--- src/rtl/sysclk_pkg.sv ---
// Shared constants for the system clock controller: control register bit
// positions, reset value and the divisor decode. Assumes an 8-bit register.
package sysclk_pkg;

    localparam int CTRL_W  = 8;
    localparam int DIV_W   = 5;          // wide enough to hold a ratio of 16

    localparam int B_MDRV  = 1;          // main oscillator drive strength
    localparam int B_WSTOP = 2;          // stop peripheral ticks in WAIT
    localparam int B_SDRV  = 3;          // sub oscillator drive strength
    localparam int B_SUBEN = 4;          // sub oscillator enable
    localparam int B_MSTOP = 5;          // main oscillator stop
    localparam int B_DIV0  = 6;          // divider select bit 0
    localparam int B_SEL   = 7;          // CPU source: 1 = sub-clock

    localparam logic [CTRL_W-1:0] CTRL_RST = 8'h4A;

    // Main-clock divide ratio from divider bit 0 and the two upper select bits.
    function automatic logic [DIV_W-1:0] div_ratio(input logic d0, input logic [1:0] hi);
        logic [DIV_W-1:0] r;
        if (d0) begin
            r = DIV_W'(8);
        end else begin
            case (hi)
                2'd0:    r = DIV_W'(1);
                2'd1:    r = DIV_W'(2);
                2'd2:    r = DIV_W'(4);
                default: r = DIV_W'(16);
            endcase
        end
        return r;
    endfunction

endpackage

--- src/rtl/sysclk_ctrl_reg.sv ---
// Control register with write guards and stop-mode forcing.
// Assumes stop_req and reg_we are single-cycle pulses; stop_req wins if both occur.
module sysclk_ctrl_reg
    import sysclk_pkg::*;
(
    input  logic              clk,
    input  logic              rst_n,
    input  logic              we,
    input  logic [CTRL_W-1:0] wdata,
    input  logic              sub_stable,
    input  logic              stop_req,
    output logic [CTRL_W-1:0] ctrl
);

    logic [CTRL_W-1:0] nxt;
    logic              n_sel;
    logic              n_mstop;
    logic              wdata_unused;

    assign wdata_unused = wdata[0];

    // Next register value: stop forcing, else guarded write, else hold.
    always_comb begin
        nxt     = ctrl;
        n_mstop = wdata[B_MSTOP] & ctrl[B_SEL];
        if (wdata[B_SEL])
            n_sel = ctrl[B_SEL] | (ctrl[B_SUBEN] & sub_stable);
        else
            n_sel = n_mstop;
        if (stop_req) begin
            nxt[B_SDRV] = 1'b1;
            if (!ctrl[B_SEL]) begin
                nxt[B_MDRV] = 1'b1;
                nxt[B_DIV0] = 1'b1;
            end
        end else if (we) begin
            nxt[0]       = 1'b0;
            nxt[B_MDRV]  = wdata[B_MDRV];
            nxt[B_WSTOP] = wdata[B_WSTOP];
            nxt[B_SDRV]  = wdata[B_SDRV];
            nxt[B_SUBEN] = wdata[B_SUBEN] | n_sel;
            nxt[B_MSTOP] = n_mstop;
            nxt[B_DIV0]  = wdata[B_DIV0];
            nxt[B_SEL]   = n_sel;
        end
    end

    // Register update with synchronous reset.
    always_ff @(posedge clk) begin
        if (!rst_n) ctrl <= CTRL_RST;
        else        ctrl <= nxt;
    end

endmodule

--- src/rtl/sysclk_main_div.sv ---
// Main-clock divider for the CPU enable. The active ratio is reloaded only at
// a period boundary so that no period is ever shortened. Assumes req >= 1.
module sysclk_main_div
    import sysclk_pkg::*;
#(
    parameter int CNT_W = DIV_W
)(
    input  logic             clk,
    input  logic             rst_n,
    input  logic             tick,
    input  logic [CNT_W-1:0] req,
    output logic             pulse
);

    localparam logic [CNT_W-1:0] RST_RATIO = CNT_W'(8);

    logic [CNT_W-1:0] cnt;
    logic [CNT_W-1:0] act;

    assign pulse = tick && (cnt == act - CNT_W'(1));

    // Count ticks; at the boundary restart and adopt the requested ratio.
    always_ff @(posedge clk) begin
        if (!rst_n) begin
            cnt <= '0;
            act <= RST_RATIO;
        end else if (pulse) begin
            cnt <= '0;
            act <= req;
        end else if (tick) begin
            cnt <= cnt + CNT_W'(1);
        end
    end

endmodule

--- src/rtl/sysclk_pow2_div.sv ---
// Power-of-two tick divider: passes every 2**LOG2-th input tick.
module sysclk_pow2_div #(
    parameter int LOG2 = 3
)(
    input  logic clk,
    input  logic rst_n,
    input  logic tick,
    output logic pulse
);

    logic [LOG2-1:0] cnt;

    assign pulse = tick && (&cnt);

    // Free-running count of input ticks.
    always_ff @(posedge clk) begin
        if (!rst_n)    cnt <= '0;
        else if (tick) cnt <= cnt + 1'b1;
    end

endmodule

--- src/rtl/sysclk_ctrl.sv ---
// System clock controller top: source mux, main divider, peripheral and
// sub-clock tick dividers, WAIT gating. Oscillators arrive as tick enables.
module sysclk_ctrl
    import sysclk_pkg::*;
#(
    parameter int F8_LOG2   = 3,
    parameter int F32_LOG2  = 5,
    parameter int FC32_LOG2 = 5
)(
    input  logic              clk,
    input  logic              rst_n,
    input  logic              main_tick,
    input  logic              sub_tick,
    input  logic              sub_stable,
    input  logic [1:0]        div_hi,
    input  logic              reg_we,
    input  logic [CTRL_W-1:0] reg_wdata,
    output logic [CTRL_W-1:0] reg_rdata,
    input  logic              wait_req,
    input  logic              irq,
    input  logic              stop_req,
    output logic              cpu_en,
    output logic              f1_en,
    output logic              f8_en,
    output logic              f32_en,
    output logic              fc_en,
    output logic              fc32_en
);

    localparam int NPER = 2;

    logic [CTRL_W-1:0] ctrl;
    logic              main_g;
    logic              main_cpu;
    logic              wait_st;
    logic              per_on;
    logic [NPER-1:0]   per_pulse;

    sysclk_ctrl_reg u_reg (
        .clk        (clk),
        .rst_n      (rst_n),
        .we         (reg_we),
        .wdata      (reg_wdata),
        .sub_stable (sub_stable),
        .stop_req   (stop_req),
        .ctrl       (ctrl)
    );

    assign reg_rdata = ctrl;
    assign main_g    = main_tick & ~ctrl[B_MSTOP];
    assign fc_en     = sub_tick & ctrl[B_SUBEN];

    sysclk_main_div #(.CNT_W(DIV_W)) u_cpu_div (
        .clk   (clk),
        .rst_n (rst_n),
        .tick  (main_g),
        .req   (div_ratio(ctrl[B_DIV0], div_hi)),
        .pulse (main_cpu)
    );

    assign cpu_en = ctrl[B_SEL] ? fc_en : main_cpu;

    // WAIT state: entered by a WAIT pulse, left on an interrupt request.
    always_ff @(posedge clk) begin
        if (!rst_n)        wait_st <= 1'b0;
        else if (irq)      wait_st <= 1'b0;
        else if (wait_req) wait_st <= 1'b1;
    end

    assign per_on = ~(wait_st & ctrl[B_WSTOP]);
    assign f1_en  = main_g & per_on;

    for (genvar g = 0; g < NPER; g++) begin : g_per
        localparam int L = (g == 0) ? F8_LOG2 : F32_LOG2;
        sysclk_pow2_div #(.LOG2(L)) u_div (
            .clk   (clk),
            .rst_n (rst_n),
            .tick  (f1_en),
            .pulse (per_pulse[g])
        );
    end

    assign f8_en  = per_pulse[0];
    assign f32_en = per_pulse[1];

    sysclk_pow2_div #(.LOG2(FC32_LOG2)) u_fc32 (
        .clk   (clk),
        .rst_n (rst_n),
        .tick  (fc_en),
        .pulse (fc32_en)
    );

endmodule

--- config.mk ---
export PLATFORM = sky130hd
export DESIGN_NAME = sysclk_ctrl
export DESIGN_NICKNAME = d
export VERILOG_FILES = /design/src/rtl/sysclk_pkg.sv /design/src/rtl/sysclk_ctrl_reg.sv /design/src/rtl/sysclk_main_div.sv /design/src/rtl/sysclk_pow2_div.sv /design/src/rtl/sysclk_ctrl.sv
export SDC_FILE = /design/constraint.sdc
export NUM_CORES = 1
export LEC_CHECK = 0
export BUFFER_PORTS_ARGS = -buffer_cell sky130_fd_sc_hd__buf_2
export CORE_UTILIZATION = 28
export DETAILED_ROUTE_END_ITERATION = 16
export RECOVER_POWER = 50
export SLEW_MARGIN = 40
export SYNTH_ARGS = -nofsm -noshare
export SYNTH_HDL_FRONTEND = slang
export SYNTH_SLANG_ARGS = --single-unit
export TNS_END_PERCENT = 30
--- constraint.sdc ---
create_clock -name clk -period 6.2 [get_ports clk]
set_input_delay 1.24 -clock clk [delete_from_list [all_inputs] [get_ports clk]]
set_output_delay 1.24 -clock clk [all_outputs]
set_load 0.005 [all_outputs]
==> impl_metrics.tcl <==
set metrics [dict create \
    status "finished clean" \
    worstHoldStart "g_per[0].u_div.cnt[1]" \
    min_period_ns 3.88 \
    rows 26 \
    io_pins 33 \
    coreArea_sq_um 5170 \
    final_common_cell "dfxtp_1" \
    drv_slew 0 \
    holdWs_ns 0.474 \
    cts_hold_buffers 0 \
    root_buffer "clkbuf_8" \
    path_delay_family "simple AND/OR/NAND/NOR gates" \
    clock-skew-final_ns 0.00522 \
    worst_pin_slew_ns 1.05 \
    avgSynthCellArea_sq_um 9.38 \
    cts_sinks 31 \
    cap_violations 0 \
    start_util_pct 29.6 \
    p_per_area_nw_per_um2 222 \
    cp_slowest_cell "nor4_4" \
    ir_drop_uv 112 \
    insertion_delay_ns 0.28 \
    post-route-period-util_pct 62.6 \
    rsz0062_at_grt "false" \
    crit_type "input port to output port" \
    clk_pin_slew_ns 0.06 \
    layout.cells.non_filler 264 \
    synth-seq-cells 31 \
    setup.worst_path.start "main_tick" \
    yosys.cell_types.count 31 \
    grt_antenna_before_repair 0 \
    n_antenna_cell 0 \
    drive_gt1_share_pct 20.1 \
    wire_per_inst_um 10.7 \
    final_antenna_net_count 0 \
    fp.dieW_um 75.9 \
    crit_required_ns 4.96 \
    grt.total_usage_pct 11.1 \
    drc 0 \
    syn_nets 190 \
    die_y_um 75.9 \
    grt_max_degree 29 \
    post_cts_buffers 0 \
    totalWireLength_mm 2.84 \
    grt_overflow 0 \
    leakagePower_nw 0.768 \
    timing.slew.headroom_pct 30.2 \
    dpl.cell_count 257 \
    ys_seq_area_share_pct 40.6 \
    grt_pass1_wl_mm 4.60 \
    cp-end-kind "output port" \
    setup_violations 0 \
    via_per_inst 4.22 \
    synthCells 163 \
    cpPeakStageDelay_ns 0.54 \
    syn-cell-area_sq_um 1530 \
    crit_top_cell "buf_2" \
    dp_hpwl_mm 2.06 \
    worst-path-buf-inv 3 \
    ys_warn_count 0 \
    grt_pass1_vias 1026 \
    io_buffers 30 \
    area_delta_synth_final_pct 18.5 \
    die-area_sq_um 5760 \
    cts_resized 0 \
    vias 1115 \
    final_hold_viol_count 0 \
    cts_buffers 5 \
    clock_path_buffers 2 \
    cts_tree "yes" \
    cp.arrival_ns 2.64 \
    firstDrtPassIters 3 \
    startpoint_type "input port" \
    fin_setup_tns_ns 0 \
    max_freq_mhz 258 \
    drtIter0Drc 58 \
    final_cell_mix "dfxtp_1 (31), buf_2 (27), nand2_1 (24)" \
    path_max_fanout 11 \
    crit-reg2reg-launch "u_cpu_div.act[0]" \
    gp_congestion 0.713 \
    final_util_pct 35.0 \
    htreeDepth 2 \
    nets 221 \
    worstPathCellList "buf_2, nor2b_1, buf_4, nand3_1, nor4_4, mux2_1, buf_2" \
    hp-class "register to register" \
]
## through the flow
step	power (W)	setup slack [ns]	instance area, sq um
detailed placement	0.000249	2.31	1730
global route	0.000422	2.20	1810
global placement	0.000248	2.32	1730
floorplan	0.000237	2.77	1530
finish	0.000403	2.32	1810
CTS	0.000411	2.30	1820
## cell usage after synthesis
| cell | number | area, sq um |
|---|---|---|
| a21boi_0 | 7 | 52.6 |
| and2_1 | 8 | 50.1 |
| and2b_1 | 2 | 15.0 |
| and3_1 | 6 | 37.5 |
| buf_2 | 1 | 5.00 |
| buf_4 | 3 | 22.5 |
| buf_6 | 1 | 11.3 |
| clkbuf_1 | 2 | 7.51 |
| conb_1 | 1 | 3.75 |
| dfxtp_1 | 31 | 621 |
| ha_1 | 8 | 100 |
| inv_1 | 4 | 15.0 |
| mux2_1 | 1 | 11.3 |
| mux2i_1 | 9 | 90.1 |
| nand2_1 | 24 | 90.1 |
| nand2b_1 | 1 | 6.26 |
| nand3_1 | 7 | 35.0 |
| nand3b_1 | 2 | 15.0 |
| nand4_1 | 3 | 18.8 |
| nor2_1 | 7 | 26.3 |
| nor2b_1 | 4 | 25.0 |
| nor3_1 | 2 | 10.0 |
| nor3b_1 | 1 | 7.51 |
| nor3b_2 | 1 | 12.5 |
| nor4_4 | 1 | 21.3 |
| o21ai_0 | 3 | 15.0 |
| o22ai_1 | 2 | 12.5 |
| o41ai_2 | 1 | 16.3 |
| or3b_2 | 1 | 8.76 |
| xnor2_1 | 13 | 114 |
| xor2_1 | 6 | 52.6 |
## where the power goes
group | leakage [nW] | internal [W] | switching, W | total (W)
combinational | 0.469 | 0.0000162 | 0.0000163 | 0.0000325
sequential | 0.252 | 0.000206 | 0.00000569 | 0.000211
clock | 0.0470 | 0.0000869 | 0.0000718 | 0.000159
total | 0.768 | 0.000309 | 0.0000938 | 0.000403
## final timing paths
kind	slack (ns)	cells after the start	endpoint
worst max-delay path	2.32	7	cpu_en
worst min-delay path	0.47	2	g_per[0].u_div.cnt[1]
worst max register to register	4.30	6	u_cpu_div.act[0]
worst min register to register	0.47	2	g_per[0].u_div.cnt[1]
## layout make-up
type | instances | area (sq um)
tap | 70 | 87.6
clock inverter | 1 | 5.00
multi-input combinational | 121 | 847
timing repair buffer | 31 | 154
sequential | 31 | 621
fill | 543 | 3360
clock buffer | 6 | 82.6
inverter | 4 | 15.0
## state kept, by name, summed over array words and instances (netlist names)
name and flops:
u_cpu_div.cnt 5, u_cpu_div.act 5, g_per.u_div.cnt 8, wait_st 1, u_fc32.cnt 5, u_reg.ctrl 7
## worst register-to-register path, stage by stage, from the launching register on
cell and delay [ns]:
dfxtp_1 0.40, inv_1 0.06, ha_1 0.31, xor2_1 0.13, nand3_1 0.16, nor4_4 0.54
mux2i_1 0.24
## cells by family after synthesis
logic type	after synthesis	share of synthesized area [%]
buf+inv	11	4.01
flops	31	40.6
other cells	1	0.245
fa+ha+maj	8	6.55
simple gates	70	24.8
xor+xnor	19	10.9
mux	10	6.63
compound gates	13	6.30
## routing by layer
metal	wire (um)	global-route usage, %	vias to the layer above
met5	0	0	-
met4	51	6.17	0
li1	-	-	604
met3	125	3.31	7
met1	1400	13.2	486
met2	1260	17.8	18
(Power assumes the default switching activity.)
